$ cat config.mk
export PLATFORM = sky130hd
export DESIGN_NAME = xfer_skip_ctrl
export DESIGN_NICKNAME = d
export VERILOG_FILES = /design/src/rtl/xfer_pkg.sv /design/src/rtl/xfer_tag_cache.sv /design/src/rtl/xfer_sequencer.sv /design/src/rtl/xfer_skip_ctrl.sv
export SDC_FILE = /design/constraint.sdc
export NUM_CORES = 1
export LEC_CHECK = 0
export CAP_MARGIN = 15
export CELL_PAD_IN_SITES_DETAIL_PLACEMENT = 1
export CELL_PAD_IN_SITES_GLOBAL_PLACEMENT = 2
export CORE_ASPECT_RATIO = 1.4
export CORE_MARGIN = 4
export CORE_UTILIZATION = 35
export CTS_BUF_LIST = sky130_fd_sc_hd__clkbuf_4 sky130_fd_sc_hd__clkbuf_8
export DETAILED_ROUTE_END_ITERATION = 10
export GPL_TIMING_DRIVEN = 0
export HOLD_SLACK_MARGIN = 0.1
export PLACE_DENSITY_LB_ADDON = 0.1
export SLEW_MARGIN = 20
export SYNTH_ARGS = -nofsm -noshare
export SYNTH_HDL_FRONTEND = slang
export SYNTH_SLANG_ARGS = --single-unit
$ cat constraint.sdc
create_clock -name clk -period 2.28 [get_ports clk]
set_input_delay 0.456 -clock clk [delete_from_list [all_inputs] [get_ports clk]]
set_output_delay 0.456 -clock clk [all_outputs]
set_load 0.05 [all_outputs]
$ cat src/rtl/xfer_pkg.sv
package xfer_pkg;

  typedef enum logic [2:0] {
    PH_IDLE,
    PH_VEC,
    PH_DESC,
    PH_DRD,
    PH_DWR,
    PH_WB,
    PH_DONE
  } phase_e;

  localparam int unsigned DESC_WORDS = 3;
  localparam int unsigned BEAT_W     = 2;

endpackage

$ cat src/rtl/xfer_tag_cache.sv
module xfer_tag_cache #(
  parameter int unsigned VW = 8
) (
  input  logic          clk,
  input  logic          rst_n,
  input  logic          skip_en,
  input  logic          src_en,
  input  logic          fill,
  input  logic          fill_ok,
  input  logic [VW-1:0] fill_vec,
  input  logic [VW-1:0] probe_vec,
  output logic          valid,
  output logic          match
);

  logic [VW-1:0] tag_q;

  // Invalidation has priority over a fill in the same cycle.
  always_ff @(posedge clk or negedge rst_n) begin
    if (!rst_n) begin
      valid <= 1'b0;
      tag_q <= '0;
    end else if (!skip_en || !src_en) begin
      valid <= 1'b0;
    end else if (fill) begin
      valid <= fill_ok;
      tag_q <= fill_vec;
    end
  end

  // The comparison runs regardless of skip_en.
  assign match = valid && (tag_q == probe_vec);

endmodule

$ cat src/rtl/xfer_sequencer.sv
module xfer_sequencer
  import xfer_pkg::*;
#(
  parameter int unsigned   AW       = 16,
  parameter int unsigned   DW       = 32,
  parameter int unsigned   VW       = 8,
  parameter int unsigned   CW       = 16,
  parameter logic [AW-1:0] VEC_BASE = '0
) (
  input  logic          clk,
  input  logic          rst_n,
  input  logic          req,
  input  logic [VW-1:0] req_vec,
  input  logic          src_en,
  input  logic          hit,
  output logic [AW-1:0] mem_addr,
  output logic          mem_rd,
  output logic          mem_wr,
  output logic [DW-1:0] mem_wdata,
  input  logic [DW-1:0] mem_rdata,
  input  logic          mem_ready,
  output logic          start_o,
  output logic          skip_o,
  output logic          fill_o,
  output logic          fill_ok_o,
  output logic [VW-1:0] cur_vec_o,
  output logic          busy_o,
  output logic          done_o
);

  localparam logic [BEAT_W-1:0] LAST_BEAT = BEAT_W'(DESC_WORDS - 1);

  phase_e            st;
  logic [BEAT_W-1:0] beat;
  logic [VW-1:0]     cur_vec;
  logic [AW-1:0]     dptr, src, dst;
  logic [CW-1:0]     cnt;
  logic              chain;
  logic [DW-1:0]     dbuf;

  function automatic logic [AW-1:0] vec_addr(input logic [VW-1:0] v);
    return VEC_BASE + AW'(v);
  endfunction

  function automatic logic [DW-1:0] pack_ctl(input logic ch, input logic [CW-1:0] c);
    logic [DW-1:0] w;
    w         = '0;
    w[CW-1:0] = c;
    w[DW-1]   = ch;
    return w;
  endfunction

  function automatic logic [DW-1:0] wb_word(input logic [BEAT_W-1:0] b);
    case (b)
      2'd0:    return DW'(src);
      2'd1:    return DW'(dst);
      default: return pack_ctl(chain, cnt);
    endcase
  endfunction

  always_comb begin
    mem_rd    = (st == PH_VEC) || (st == PH_DESC) || (st == PH_DRD);
    mem_wr    = (st == PH_DWR) || (st == PH_WB);
    mem_addr  = '0;
    mem_wdata = '0;
    case (st)
      PH_VEC:         mem_addr = vec_addr(cur_vec);
      PH_DESC, PH_WB: mem_addr = dptr + AW'(beat);
      PH_DRD:         mem_addr = src;
      PH_DWR:         mem_addr = dst;
      default:        mem_addr = '0;
    endcase
    if (st == PH_DWR) mem_wdata = dbuf;
    if (st == PH_WB)  mem_wdata = wb_word(beat);
  end

  assign start_o   = (st == PH_IDLE) && req && src_en;
  assign skip_o    = start_o && hit;
  assign fill_o    = (st == PH_WB) && (beat == LAST_BEAT) && mem_ready;
  assign fill_ok_o = !chain && (cnt != '0);
  assign cur_vec_o = cur_vec;
  assign busy_o    = (st != PH_IDLE);
  assign done_o    = (st == PH_DONE);

  always_ff @(posedge clk or negedge rst_n) begin
    if (!rst_n) begin
      st      <= PH_IDLE;
      beat    <= '0;
      cur_vec <= '0;
      dptr    <= '0;
      src     <= '0;
      dst     <= '0;
      cnt     <= '0;
      chain   <= 1'b0;
      dbuf    <= '0;
    end else begin
      case (st)
        PH_IDLE: if (start_o) begin
          cur_vec <= req_vec;
          st      <= hit ? PH_DRD : PH_VEC;
        end
        PH_VEC: if (mem_ready) begin
          dptr <= mem_rdata[AW-1:0];
          beat <= '0;
          st   <= PH_DESC;
        end
        PH_DESC: if (mem_ready) begin
          case (beat)
            2'd0:    src <= mem_rdata[AW-1:0];
            2'd1:    dst <= mem_rdata[AW-1:0];
            default: begin
              cnt   <= mem_rdata[CW-1:0];
              chain <= mem_rdata[DW-1];
            end
          endcase
          if (beat == LAST_BEAT) begin
            beat <= '0;
            st   <= PH_DRD;
          end else begin
            beat <= beat + 1'b1;
          end
        end
        PH_DRD: if (mem_ready) begin
          dbuf <= mem_rdata;
          st   <= PH_DWR;
        end
        PH_DWR: if (mem_ready) begin
          src  <= src + 1'b1;
          dst  <= dst + 1'b1;
          cnt  <= cnt - 1'b1;
          beat <= '0;
          st   <= PH_WB;
        end
        PH_WB: if (mem_ready) begin
          if (beat == LAST_BEAT) st <= PH_DONE;
          else                   beat <= beat + 1'b1;
        end
        default: st <= PH_IDLE;
      endcase
    end
  end

endmodule

$ cat src/rtl/xfer_skip_ctrl.sv
module xfer_skip_ctrl #(
  parameter int unsigned   AW       = 16,
  parameter int unsigned   DW       = 32,
  parameter int unsigned   VW       = 8,
  parameter int unsigned   CW       = 16,
  parameter logic [AW-1:0] VEC_BASE = 16'h0040
) (
  input  logic          clk,
  input  logic          rst_n,
  input  logic          req,
  input  logic [VW-1:0] req_vec,
  input  logic          src_en,
  input  logic          skip_en,
  output logic [AW-1:0] mem_addr,
  output logic          mem_rd,
  output logic          mem_wr,
  output logic [DW-1:0] mem_wdata,
  input  logic [DW-1:0] mem_rdata,
  input  logic          mem_ready,
  output logic          done
);

  logic          start_w, skip_w, fill_w, fill_ok_w, busy_w;
  logic          cache_valid_w, match_w, hit_w;
  logic [VW-1:0] cur_vec_w;

  assign hit_w = skip_en && match_w;

  xfer_tag_cache #(.VW(VW)) cache_i (
    .clk       (clk),
    .rst_n     (rst_n),
    .skip_en   (skip_en),
    .src_en    (src_en),
    .fill      (fill_w),
    .fill_ok   (fill_ok_w),
    .fill_vec  (cur_vec_w),
    .probe_vec (req_vec),
    .valid     (cache_valid_w),
    .match     (match_w)
  );

  xfer_sequencer #(
    .AW(AW), .DW(DW), .VW(VW), .CW(CW), .VEC_BASE(VEC_BASE)
  ) seq_i (
    .clk       (clk),
    .rst_n     (rst_n),
    .req       (req),
    .req_vec   (req_vec),
    .src_en    (src_en),
    .hit       (hit_w),
    .mem_addr  (mem_addr),
    .mem_rd    (mem_rd),
    .mem_wr    (mem_wr),
    .mem_wdata (mem_wdata),
    .mem_rdata (mem_rdata),
    .mem_ready (mem_ready),
    .start_o   (start_w),
    .skip_o    (skip_w),
    .fill_o    (fill_w),
    .fill_ok_o (fill_ok_w),
    .cur_vec_o (cur_vec_w),
    .busy_o    (busy_w),
    .done_o    (done)
  );

endmodule

# ---- Word-level counts from Yosys, hierarchy flattened
# Index checks and enable logic that the tools add are counted.
dict set report classes {
  order_cmp 0
  div 0
  mul 0
  reduce_logical 33
  n_addsub 6
  eq_ne 22
  shifts 0
  bitwise_logic 2
  mux 34
}
# op count
set ops {}
lappend ops {{$mux W16} 9}
lappend ops {{$pmux W16 S2} 3}
lappend ops {{$mux W32} 2}
lappend ops {{$pmux W16 S4} 1}
lappend ops {{$pmux W32 S2} 1}
lappend ops {{$add A16 B1 Y16 const B} 2}
lappend ops {{$mux W3} 8}
lappend ops {{$ne A2 B2 Y1 const B} 11}
lappend ops {{$pmux W3 S6} 1}
lappend ops {{$add A16 B2 Y16} 1}
lappend ops {{$reduce_bool A16 Y1} 1}
lappend ops {{$sub A16 B1 Y16 const B} 1}
lappend ops {{$mux W2} 6}
lappend ops {{$reduce_and A4 Y1} 3}
lappend ops {{$add A7 B8 Y9 const A} 1}
lappend ops {{$eq A3 B3 Y1 const B} 3}
lappend ops {{$eq A8 B8 Y1} 1}
lappend ops {{$reduce_and A2 Y1} 4}
lappend ops {{$reduce_and A8 Y1} 1}
lappend ops {{$logic_and A1 B1 Y1} 7}
lappend ops {{$eq A3 B2 Y1 const B} 2}
lappend ops {{$pmux W2 S3} 1}
lappend ops {{$reduce_or A2 Y1} 3}
lappend ops {{$reduce_and A5 Y1} 1}
lappend ops {{other kinds (14)} 23}
dict set report totals {
  latch_bits 0
  n_memories 0
  register_bits 119
  ramBits 0
  output_inout_bits 51
  word_cells 108
  rom_bits 0
}

# ---- Depth between registers and ports, before layout
# Gate-level depths: netlist of run 1.
dict set report logic_depth {
  ltp_word 6
  ltp_mapped 9
  mapped_depth_nobuf 7
}

# ---- Hierarchy
# From an unflattened synthesis of run 1, not the netlist that was laid out.
dict set report hier_totals {
  hier_cells 790
  area_unflattened_um2 7267.0
}
# module area_per_inst_um2 n_inst seq_area_each_um2 cells_each
set modules_own_cells {}
lappend modules_own_cells {xfer_sequencer 6820.3 1 2752.6 756}
lappend modules_own_cells {xfer_tag_cache 440.4 1 225.2 33}
lappend modules_own_cells {xfer_skip_ctrl 6.3 1 0.0 1}

# ---- Worst setup path after synthesis of run 1
# OpenSTA, ideal clock, no wires.
dict set report synth_path {
  kind {register -> output}
  start {register seq_i.beat[1]}
  end {output mem_wdata[10]}
  setup_slack_ns -0.866
  t_arrival_ns 2.690
  required_time_ns 1.824
  path_stages_with_launch 8
  n_path_buf 2
  cell_sequence {dfrtp_1 inv_1 ha_1 clkbuf_1 nor2_1 clkbuf_1 a21oi_1 o21ai_0}
}
dict set report synth_via {
  elab_chain_cells 3
}
# element line
set synth_rtl {}
lappend synth_rtl {{start: declaration} xfer_sequencer.sv:34} ;# logic [BEAT_W-1:0] beat;
lappend synth_rtl {{start signal: assignment} xfer_sequencer.sv:120} ;# beat <= beat + 1'b1;
lappend synth_rtl {{start signal: assignment} xfer_sequencer.sv:136} ;# else beat <= beat + 1'b1;
lappend synth_rtl {{$eq A2 B1 Y1 or $logic_not A2 Y1 (tied branches)} xfer_sequencer.sv:54} ;# case (b)
lappend synth_rtl {{$pmux W32 S2 (*)} xfer_sequencer.sv:54}
lappend synth_rtl {{$mux W32 (*)} xfer_sequencer.sv:74} ;# if (st == PH_WB) mem_wdata = wb_word(beat);
lappend synth_rtl {{end: declaration} xfer_skip_ctrl.sv:17} ;# output logic [DW-1:0] mem_wdata,
# Mark *: on every way between the ends. The rest lies on a longest branch, timed or not.

# ---- Worst setup path after layout of run 1
dict set report layout_path {
  start {register seq_i.dptr[0]}
  end {output mem_addr[8]}
}
dict set report layout_via {
  elab_chain_cells 2
}
# element line
set layout_rtl {}
lappend layout_rtl {{start: declaration} xfer_sequencer.sv:36} ;# logic [AW-1:0] dptr, src, dst;
lappend layout_rtl {{start signal: assignment} xfer_sequencer.sv:103} ;# dptr <= mem_rdata[AW-1:0];
lappend layout_rtl {{$add A16 B2 Y16} xfer_sequencer.sv:68} ;# PH_DESC, PH_WB: mem_addr = dptr + AW'(beat);
lappend layout_rtl {{$pmux W16 S4} xfer_sequencer.sv:66} ;# case (st)
lappend layout_rtl {{end: declaration} xfer_skip_ctrl.sv:14} ;# output logic [AW-1:0] mem_addr,
# No other way between the ends.

==> out/summary.log, run 1 <==
[run_status] status finished with violations
[run_status] violated checks negative setup slack
[setup_path] crit path max fanout 3
[power] power density normalized to cell area 1630 nW/um^2
[sta] PnR worst setup slack -513 ps
[sta] Post-Route Skew 15.1 ps
[cells_and_area] leading cell type in the layout, fill and taps excluded dfrtp_1
[synth] Post-synth ARST share 1.00
[synth] largest cells by area after synthesis dfrtp_1 42%, mux2_2 10%, a21oi_1 5.2%, o21ai_0 4.5%, nor2_1 3.2%
[power] Internal Power 9.03 mW
[sta] setup repair after global routing missed its margin yes
[routing] detailed-routing iteration count for the pre-antenna-repair pass 5
[clock_tree] cell at the root of the clock tree clkbuf_8
[setup_path] largest incremental delay on the critical path 410 ps
[setup_path] Arrival @ worst endpoint 2340 ps
[setup_path] Stages on worst setup path 8
[setup_path] data required time at the worst endpoint 1820 ps
[setup_path] cell class contributing the biggest share of worst-path delay adder cells
[sta] worst-case hold slack 467 ps
[setup_path] kind of critical path flop to output port
[sta] Slew Limit Headroom 0.535
[synth] top cell type by total area after synthesis dfrtp_1
[clock_tree] Reg clk slew, reported paths 80 ps
[cells_and_area] most frequent cells in the layout 112 x dfrtp_1, 62 x mux2_2, 55 x a21oi_1
[global_routing] maximum number of pins on one net before global-route repair 80
[floorplan] IO Pins 97
[sta] top achievable clock speed 0.358 GHz
[setup_path] critical path buffer and inverter count 2
[power] Clock Power Share 0.116
[power] switching share of power 0.477
[routing] Post-DRT Antenna Nets 0
[sta] Tmin final 2790 ps
[clock_tree] worst-skew pair later-pin latency 470 ps
[floorplan] count of standard-cell rows 61
[cells_and_area] final cell count without fillers 1199
[cells_and_area] ratio of cells with drive above 1 in the final layout 0.410
[placement] placed cell count 1113
[global_routing] global-route wire length before repair 44.9 mm
[global_routing] GRT Total Usage 0.261
[synth] top flip-flop cell by instance count after synthesis dfrtp_1
[cells_and_area] relative area change from synthesis to final layout 49.3%
[sta] hold violation count in the final report 0
[floorplan] area enclosed by the die boundary 22600 sq um
[synth] distinct cell type count after synthesis 60
[floorplan] initial cell density of the core 0.356
[power] Switching Power 8.23 mW
[clock_tree] CTS Sinks 119
[sta] final worst-path cycle share 1.23
[setup_path] length in cells of the worst reg-to-reg path 6
[sta] Setup TNS Final -13870 ps
[synth] number of enable flip-flop cells after synthesis 0
[placement] DP Wirelength 20.7 mm
[synth] post-synthesis register bit count 119
[power] highest ir drop seen on vdd 0.00105 V
[synth] mapped cell area 7070 sq um
[floorplan] floorplan die height 176 um
[clock_tree] number of levels in the clock H-tree 4
[setup_path] Reg2Reg Launch Point seq_i.cnt[3]
[routing] average wire per standard cell 24.5 um
[synth] post-synthesis instance total 764
[global_routing] antenna violations before repair 0
[routing] number of vias per cell after detailed routing 5.88
[cells_and_area] post-layout instance area 10600 sq um
[placement] I/O Buffers 96
[clock_tree] number of clock buffers inserted by TritonCTS 17
[routing] first-iteration detailed-routing DRC count 341
[power] portion of total power attributed to sequential cells 0.253
[power] overall power of the completed layout 17.3 mW
[setup_path] critical-path cell list ha_4, fa_2, nand4_1, buf_6, nor2_4, xnor2_2, o221ai_2, buf_6
[sta] worst slew pin tran 697 ps
[synth] top cell type's share of synthesized area 0.421
[sta] setup violation total in the final timing report 43
[cells_and_area] Post-Route Utilization 0.532
[routing] post-detailed-route DRC marker count 0
[placement] instance area after placement 8610 sq um
[synth] fraction of the yosys area taken by sequential cells 0.421
[clock_tree] Max clock buf depth 2
[hold_path] worst min-delay path class primary input to async pin
[synth] net count after synthesis 821
[run] count of max-cap constraint violations 0
[synth] mean cell area of the mapped netlist 9.26 sq um
[placement] final weighted congestion in routability-driven placement 0.852
[power] P_leak 4.31 nW
[setup_path] cell at the slowest stage of the critical path dfrtp_1
[power] combinational group share of total power 0.631
[routing] wire length after detailed routing 29.3 mm
[synth] total of warnings raised by yosys 0
[cells_and_area] number of filler cells placed in the layout 2178
[setup_path] kind of capture point of the worst setup path output port
[global_routing] overflow left after global routing 0
[setup_path] most numerous cell on the critical path buf_6
[cells_and_area] antenna diode instance count 0
[global_routing] vias in the first global route 7640
[sta] final number of max-transition violations 0
[floorplan] Die X-Extent 128 um
[setup_path] crit path launch type flop
[routing] vias post-DR 7054
[floorplan] placeable core region 19800 sq um
[cells_and_area] Final nets 991
[placement] pre-CTS WS -1560 ps
[clock_tree] clock tree from TritonCTS yes
[setup_path] crit path launch seq_i.dptr[0]
worst paths after layout:
path                                       to  slack, ps
worst max-delay path              mem_addr[8]       -510
worst min-delay path             seq_i.cnt[1]        470
worst max register to register  seq_i.cnt[13]         10
worst min register to register  seq_i.dbuf[9]        510
max in group asynchronous         seq_i.st[2]       1030
min in group clk                seq_i.dbuf[9]        510
routing by layer:
layer | wire length (um) | global-route usage | share of wire | vias to the layer above
li1 | - | - | - | 3180
met5 | 0 | 0 | 0 | -
met2 | 15600 | 0.471 | 0.53 | 207
met4 | 1130 | 0.100 | 0.038 | 0
met1 | 11500 | 0.306 | 0.39 | 3598
met3 | 1070 | 0.0421 | 0.036 | 69
cell usage after synthesis (all sizes together) (2+ instances only):
library cell and number:
mux2i 4, or2 2, a41o 2, clkbuf 51
inv 11, nor2b 9, o21ai 64, dfrtp 119
a31oi 13, nor4 11, o31a 2, a21oi 73
and4 3, and3 24, a22o 17, ha 10
o22ai 10, mux2 63, and2 4, nor2 60
nand3 23, xnor2 14, or4 3, o22a 16
a41oi 9, nand2 50, o211ai 2, nand4 10
nor3 7, buf 12, a21o 3, and3b 2
a22oi 17, xor2 8, o21a 7, o221ai 6
nand2b 3, a31o 5
logic make-up after synthesis:
kind of cell             Yosys count  synth area share
AO/OA/AOI/OAI                    253             0.228
XOR/XNOR                          22            0.0272
adder cells (fa/ha/maj)           11            0.0205
buffers and inverters             74            0.0409
flip-flops                       119             0.421
multiplexers                      67             0.106
AND/OR/NAND/NOR                  218             0.156
area by class of cell:
cell class | instances | area, sq um | share of cell area
multi-input cells | 572 | 4660 | 0.441
flip-flops and latches | 119 | 2990 | 0.283
repair buffers | 153 | 1640 | 0.155
plain buffers | 60 | 522 | 0.0494
well taps | 252 | 315 | 0.0299
clock buffers | 23 | 292 | 0.0276
clock inverters | 9 | 100 | 0.00948
inverters | 11 | 48.8 | 0.00462
power by group through the flow:
stage / registers [mW] / logic (mW) / clock network, mW
floorplan: 3.79 / 5.65 / 0
CTS: 4.21 / 9.75 / 2.03
global placement: 4.08 / 7.85 / 0
global route: 4.51 / 11.5 / 2.13
detailed placement: 4.15 / 8.04 / 0
finish: 4.37 / 10.9 / 2.00
worst reg2reg max path: cells and delay by family, from the launching register on:
kind | cells | cell delay, ps
AND/OR/NAND/NOR | 3 | 1210
buffers and inverters | 1 | 190
flip-flops | 1 | 450
AO/OA/AOI/OAI | 2 | 320
sequential cells by signal, indices dropped and copies added, names as in the netlist:
signal           count
cache_i.tag_q        8
cache_i.valid        1
seq_i.beat           2
seq_i.chain          1
seq_i.cnt           16
seq_i.cur_vec_o      8
seq_i.dbuf          32
seq_i.dptr          16
seq_i.dst           16
seq_i.src           16
seq_i.st             3
repair_timing:
action,CTS,global route
hold buffers,1,0
setup endpoints to repair,151,115
pin swaps,28,32
gates resized for setup,509,117
endpoints found under the hold margin,40,0
cloned,3,0
setup buffers,29,27
Note: power is estimated with default switching activity, not from simulation.
==> run 2: changes to the inputs <==
- REMOVE_ABC_BUFFERS: default -> 1
==> out/summary.log, run 2 (synthesized netlist as in run 1, its figures left out) <==
[sta] Slew Limit Headroom 0.474 [-0.0613]
[floorplan] floorplan die height 176 um [unchanged]
[floorplan] Die X-Extent 128 um [unchanged]
[sta] setup repair after global routing missed its margin yes
[setup_path] cell at the slowest stage of the critical path dfrtp_1
[clock_tree] worst-skew pair later-pin latency 460 ps [about the same]
[setup_path] largest incremental delay on the critical path 440 ps [+30 ps]
[clock_tree] number of levels in the clock H-tree 4 [unchanged]
[cells_and_area] number of filler cells placed in the layout 2177 [-0.046%]
[cells_and_area] register ranked first by flip-flop count seq_i.dbuf
[floorplan] count of standard-cell rows 61 [unchanged]
[setup_path] Arrival @ worst endpoint 2320 ps [-20 ps]
[cells_and_area] flip-flop count of the largest register, all copies and words added 32 [unchanged]
[setup_path] data required time at the worst endpoint 1820 ps [about the same]
[routing] average wire per standard cell 24.5 um [+0.31%]
[run] count of max-cap constraint violations 0 [unchanged]
[routing] detailed-routing iteration count for the pre-antenna-repair pass 5 [unchanged]
[clock_tree] clock tree from TritonCTS yes
[floorplan] initial cell density of the core 0.356 [unchanged]
[routing] wire length after detailed routing 28.2 mm [-3.7%]
[sta] Tmin final 2780 ps [-13.6 ps]
[cells_and_area] most frequent cells in the layout 112 x dfrtp_1, 62 x mux2_2, 56 x a21oi_1
[sta] hold violation count in the final report 0 [unchanged]
[floorplan] placeable core region 19800 sq um [unchanged]
[cells_and_area] sequential cell area 2990 sq um [+0.25%]
[placement] instance area after placement 8300 sq um [-3.5%]
[clock_tree] Max clock buf depth 2 [unchanged]
[routing] first-iteration detailed-routing DRC count 362 [+6.2%]
[setup_path] capture instance of the worst register-to-register path seq_i.dst[12]
[global_routing] global-route wire length before repair 43.4 mm [-3.5%]
[sta] PnR worst setup slack -499 ps [+13.6 ps]
[routing] number of vias per cell after detailed routing 5.98 [+1.7%]
[sta] worst slew pin tran 782 ps [+84.7 ps]
[setup_path] kind of capture point of the worst setup path output port
[clock_tree] Reg clk slew, reported paths 80 ps [about the same]
[floorplan] IO Pins 97 [unchanged]
[setup_path] Reg2Reg Launch Point seq_i.beat[0]
[clock_tree] number of clock buffers inserted by TritonCTS 17 [unchanged]
[power] power density normalized to cell area 1650 nW/um^2 [+0.93%]
[clock_tree] CTS Sinks 119 [unchanged]
[setup_path] kind of critical path flop to output port
[sta] final number of max-transition violations 0 [unchanged]
[global_routing] overflow left after global routing 0 [unchanged]
[run_status] violated checks negative setup slack
[power] highest ir drop seen on vdd 0.000911 V [-13%]
[global_routing] maximum number of pins on one net before global-route repair 79 [-1.3%]
[sta] worst-case hold slack 473 ps [+6.29 ps]
[cells_and_area] post-layout instance area 10000 sq um [-5.3%]
[cells_and_area] antenna diode instance count 0 [unchanged]
[setup_path] length in cells of the worst reg-to-reg path 9 [+3]
[setup_path] register-to-register setup slack 40 ps [+30 ps]
[setup_path] crit path max fanout 3 [unchanged]
[routing] post-detailed-route DRC marker count 0 [unchanged]
[sta] top achievable clock speed 0.360 GHz [+0.49%]
[global_routing] antenna violations before repair 0 [unchanged]
[cells_and_area] Final nets 943 [-4.8%]
[cells_and_area] area used by multi-input combinational logic 4440 sq um [-4.7%]
[power] P_leak 4.08 nW [-5.4%]
[run_status] status finished with violations
[sta] final worst-path cycle share 1.22 [-0.00598]
[cells_and_area] leading cell type in the layout, fill and taps excluded dfrtp_1
[routing] vias post-DR 6886 [-2.4%]
[global_routing] vias in the first global route 7375 [-3.5%]
[clock_tree] cell at the root of the clock tree clkbuf_8
[global_routing] GRT Total Usage 0.250 [-0.0105]
[routing] Post-DRT Antenna Nets 0 [unchanged]
[placement] final weighted congestion in routability-driven placement 0.808 [-5.2%]
[setup_path] critical-path cell list ha_4, fa_2, buf_4, xnor2_2, o22ai_1, a21o_1, buf_6
[cells_and_area] relative area change from synthesis to final layout 41.4%
[floorplan] area enclosed by the die boundary 22600 sq um [unchanged]
[setup_path] crit path launch type flop
[cells_and_area] ratio of cells with drive above 1 in the final layout 0.372 [-0.0382]
[hold_path] worst min-delay path class primary input to async pin
[placement] I/O Buffers 96 [unchanged]
[sta] setup violation total in the final timing report 33 [-23%]
[placement] DP Wirelength 18.2 mm [-12%]
[sta] Post-Route Skew 9.28 ps [-5.85 ps]
run 2: power by group:
part | total, mW | switching (mW) | internal, mW
Combinational | 9.75 | 5.46 | 4.29
Clock | 2.16 | 1.01 | 1.15
Sequential | 4.59 | 1.47 | 3.12
Total | 16.5 | 7.94 | 8.55
run 2: area by class of cell:
class                           instances  area share
Inverter                               11     0.00501
Tap cell                              252      0.0315
Sequential cell                       119       0.299
Multi-Input combinational cell        573       0.444
Clock inverter                         13      0.0170
Timing Repair Buffer                  164       0.177
Clock buffer                           19      0.0262
run 2: worst max path at each step:
stage	from	endpoint	slack, ps	depth (start not counted)
final	seq_i.dptr[0]	mem_addr[2]	-500	7
after global routing	seq_i.dptr[0]	mem_addr[12]	-570	8
after CTS	seq_i.beat[0]	mem_addr[8]	-500	8
after detailed placement	seq_i.st[2]	mem_addr[11]	-1880	8
after global placement	seq_i.st[2]	mem_addr[10]	-8650	5
after floorplan	seq_i.st[2]	mem_addr[10]	-4260	4
run 2: timing repair:
item | in CTS | in global routing
setup buffers | 49 | 4
hold buffers | 1 | 0
pin swaps | 16 | 24
setup endpoints to repair | 159 | 112
gates cloned | 2 | 1
gates resized for setup | 477 | 83
endpoints found under the hold margin | 41 | 0
run 2: metrics by stage:
stage | util | total power [mW] | setup slack, ps | std cells | setup TNS, ps
detailed placement | 0.418 | 11.6 | -1880 | 1063 | -116200
global route | 0.504 | 17.3 | -571 | 1151 | -14930
CTS | 0.487 | 15.7 | -496 | 1147 | -11390
global placement | 0.408 | 11.1 | -8650 | 1049 | -1098980
floorplan | - | 8.77 | -4260 | 701 | -243440
finish | 0.504 | 16.5 | -499 | 1151 | -11720
run 2: critical path, delay by kind of cell, from the launching register on:
kind / cells / cell delay [ps]
compound gates: 2 / 380
xor+xnor: 1 / 120
fa+ha+maj: 2 / 590
buf+inv: 2 / 330
flops: 1 / 440
run 2: routing by layer:
metal  wire length (um)  track usage  vias to the layer above
li1                   -            -                     3092
met1              10900        0.285                     3530
met2              15300        0.463                      194
met3               1030       0.0409                       70
met4               1020       0.0951                        0
met5                  0            0                        -
==> run 3: changes to the inputs <==
- ABC_AREA: default -> 1
- CORE_UTILIZATION: 35 -> 32
- CTS_CLUSTER_DIAMETER: default -> 50
==> out/summary.log, run 3 <==
[setup_path] cell at the slowest stage of the critical path dfrtp_2
[global_routing] GRT Total Usage 0.244 [-0.00603]
[placement] final weighted congestion in routability-driven placement 0.798 [-1.2%]
[placement] I/O Buffers 96 [unchanged]
[setup_path] kind of capture point of the worst setup path output port
[power] power density normalized to cell area 1540 nW/um^2 [-6.4%]
[routing] vias post-DR 8408 [+22%]
[clock_tree] number of clock buffers inserted by TritonCTS 17 [unchanged]
[cells_and_area] ratio of cells with drive above 1 in the final layout 0.262 [-0.109]
[power] highest ir drop seen on vdd 0.000889 V [-2.4%]
[sta] final number of max-transition violations 0 [unchanged]
[routing] first-iteration detailed-routing DRC count 466 [+29%]
[global_routing] maximum number of pins on one net before global-route repair 81 [+2.5%]
[synth] synthesized-area fraction occupied by ao, oa, aoi and oai cells 0.164 [-0.0644]
[clock_tree] Max clock buf depth 2 [unchanged]
[sta] Tmin final 2820 ps [+41.7 ps]
[setup_path] crit path launch type flop
[synth] main combinational cell family by area after synthesis simple AND/OR/NAND/NOR gates
[global_routing] met1 Track Usage GR 0.279 [-0.00573]
[placement] pre-CTS WS -1290 ps [+587 ps]
[cells_and_area] Final nets 1364 [+45%]
[routing] number of vias per cell after detailed routing 5.17 [-14%]
[sta] Post-Route Skew 11.0 ps [+1.72 ps]
[sta] setup repair after global routing missed its margin yes
[synth] post-synthesis register bit count 119 [unchanged]
[synth] total of warnings raised by yosys 0 [unchanged]
[global_routing] antenna violations before repair 0 [unchanged]
[sta] worst slew pin tran 806 ps [+24.4 ps]
[synth] top cell type by total area after synthesis dfrtp_1
[cells_and_area] antenna diode instance count 0 [unchanged]
[floorplan] count of standard-cell rows 66 [+8.2%]
[cells_and_area] most frequent cells in the layout 282 x nand2_1, 154 x nor2_1, 137 x inv_1
[clock_tree] clock tree from TritonCTS yes
[clock_tree] CTS Sinks 119 [unchanged]
[routing] Post-DRT Antenna Nets 0 [unchanged]
[cells_and_area] Post-Route Utilization 0.490 [-0.0143]
[floorplan] initial cell density of the core 0.326 [-0.0304]
[cells_and_area] register ranked first by flip-flop count seq_i.dbuf
[sta] PnR worst setup slack -541 ps [-41.7 ps]
[synth] top flip-flop cell by instance count after synthesis dfrtp_1
[power] P_leak 5.21 nW [+28%]
[cells_and_area] number of filler cells placed in the layout 2855 [+31%]
[setup_path] critical-path cell list ha_4, fa_2, nand2_4, nor2_4, nand2_2, nor2_4, nand2_4, o21ai_2, nand3_2, nand2_2, buf_8
[floorplan] Die X-Extent 138 um [+7.8%]
[run] count of max-cap constraint violations 0 [unchanged]
[cells_and_area] relative area change from synthesis to final layout 50.2%
[synth] Post-synth ARST share 1.00 [unchanged]
[global_routing] vias in the first global route 8633 [+17%]
[synth] largest cells by area after synthesis dfrtp_1 39%, nand2_1 15%, nor2_1 8.6%, inv_1 7.0%, o21ai_0 6.7%
[setup_path] kind of critical path flop to output port
[synth] distinct cell type count after synthesis 40 [-33%]
[clock_tree] cell at the root of the clock tree clkbuf_8
[cells_and_area] leading cell type in the layout, fill and taps excluded nand2_1
[routing] post-detailed-route DRC marker count 0 [unchanged]
[synth] fraction of the yosys area taken by sequential cells 0.392 [-0.0287]
[synth] leading post-synthesis cells by instance count 302 x nand2_1, 174 x nor2_1, 141 x inv_1, 119 x dfrtp_1, 102 x o21ai_0
[global_routing] overflow left after global routing 0 [unchanged]
[placement] DP Wirelength 21.2 mm [+16%]
[global_routing] GR met2 Demand/Resource 0.433 [-0.0292]
[sta] top achievable clock speed 0.354 GHz [-1.5%]
[setup_path] Arrival @ worst endpoint 2370 ps [+50 ps]
[floorplan] floorplan die height 190 um [+8.0%]
[routing] average wire per standard cell 20.4 um [-17%]
[sta] hold violation count in the final report 0 [unchanged]
[synth] share of synthesized cell area in full adder, half adder and majority cells 0.0191 [-0.00140]
[run_status] status finished with violations
[synth] post-synthesis instance total 1134 [+48%]
[global_routing] global-route wire length before repair 49.6 mm [+14%]
[routing] detailed-routing iteration count for the pre-antenna-repair pass 5 [unchanged]
[setup_path] crit path max fanout 3 [unchanged]
[cells_and_area] flip-flop count of the largest register, all copies and words added 32 [unchanged]
[synth] top cell type's share of synthesized area 0.392 [-0.0287]
[synth] mean cell area of the mapped netlist 6.69 sq um [-28%]
[synth] most repeated cell in the gate-level netlist after synthesis nand2_1
[sta] final worst-path cycle share 1.24 [+0.0183]
[floorplan] placeable core region 23300 sq um [+17%]
[synth] xor and xnor area share after synthesis 0.00808 [-0.0192]
[floorplan] IO Pins 97 [unchanged]
[run_status] violated checks negative setup slack
[routing] wire length after detailed routing 33.2 mm [+18%]
[global_routing] most crowded layer after global routing met2
[sta] Slew Limit Headroom 0.457 [-0.0171]
[clock_tree] Reg clk slew, reported paths 70 ps [about the same]
[synth] post-synthesis share of cell area spent on and, or, nand and nor gates 0.315 [+0.159]
[clock_tree] worst-skew pair later-pin latency 480 ps [+20 ps]
[global_routing] met3 Resource Use GR 0.0444 [+0.00355]
[setup_path] data required time at the worst endpoint 1820 ps [about the same]
[synth] number of enable flip-flop cells after synthesis 0 [unchanged]
[clock_tree] number of levels in the clock H-tree 4 [unchanged]
[sta] setup violation total in the final timing report 34 [+3.0%]
[synth] mux cell area share after synthesis 0 [-0.106]
[synth] mapped cell area 7590 sq um [+7.3%]
[floorplan] area enclosed by the die boundary 26300 sq um [+16%]
[setup_path] largest incremental delay on the critical path 420 ps [-20 ps]
[hold_path] worst min-delay path class primary input to async pin
-- run 3: cell count changes after synthesis, moves of 14 or more --
cell / previous run / this run
a22oi_1: 17 / 1
buf_2: 5 / 19
nand2_1: 50 / 302
o22a_1: 15 / 0
nor2_1: 60 / 174
o21ai_0: 64 / 102
inv_1: 11 / 141
nand3_1: 23 / 57
a22o_1: 17 / 0
mux2_2: 63 / 0
and3_1: 24 / 0
o21ai_1: 0 / 18
a21oi_1: 73 / 57
clkbuf_1: 49 / 15
-- run 3: path summary, 6_finish.rpt --
path / cells past startpoint / start / slack [ps] / to
max: 11 / seq_i.beat[0] / -540 / mem_addr[8]
min: 2 / rst_n / 450 / seq_i.dptr[14]
max reg2reg: 12 / seq_i.beat[0] / 140 / seq_i.src[1]
min reg2reg: 2 / seq_i.dbuf[2] / 480 / seq_i.dbuf[2]
max in group asynchronous: 3 / rst_n / 1040 / seq_i.dptr[1]
min in group clk: 2 / seq_i.dbuf[2] / 480 / seq_i.dbuf[2]
-- run 3: kinds of logic (layout without fill, tap and decap cells) --
family	Yosys count	count (layout)
DFF	119	119
AOI/OAI and AO/OA	226	227
adders and majority gates	11	11
and+or+nand+nor	581	584
xor gates and xnor gates	7	7
buffers and inverters	190	372
-- run 3: stage by stage --
step                hold slack (ps)  power, mW  TNS (ps)  cell area (sq um)  std cells
floorplan                       160       8.62    -26900               7370       1092
global placement                465       11.3   -730710               8720       1494
detailed placement              361       11.4    -63530               8830       1498
CTS                             445       16.0    -11090              10600       1592
global route                    467       18.7    -17620              11400       1626
finish                          450       17.6    -14450              11400       1626
-- run 3: layer usage --
layer | up-vias | wire length [um]
met5 | - | 0
met4 | 0 | 1820
met3 | 87 | 1290
met2 | 218 | 17100
met1 | 4102 | 13000
li1 | 4001 | -
-- run 3: final cells by class --
type,count,area [sq um],share of cell area
flip-flops and latches,119,2990,0.262
clock inverters,8,118,0.0103
clock buffers,24,318,0.0279
repair buffers,191,2120,0.186
inverters,148,593,0.0520
well taps,306,383,0.0336
repair inverters,1,16.3,0.00143
multi-input cells,829,4860,0.427
-- run 3: critical path: cells and delay by family, from the launching register on --
kind	cells	cell delay (ps)
DFF	1	420
and+or+nand+nor	7	770
AOI/OAI and AO/OA	1	150
buffers and inverters	1	150
adders and majority gates	2	390
-- run 3: what timing repair did --
action / in CTS / in global routing
endpoints found under the hold margin: 39 / 0
gates cloned: 6 / 3
hold buffers: 1 / 0
endpoints found under the setup margin: 148 / 56
gates resized for setup: 532 / 118
pin swaps: 38 / 49
buffers inserted: 55 / 35
-- run 3: power by group --
part           leakage (nW)  internal (mW)  switching (mW)
logic                  3.60           4.37            6.81
registers              1.39           3.06            1.17
clock network         0.226           1.24           0.947
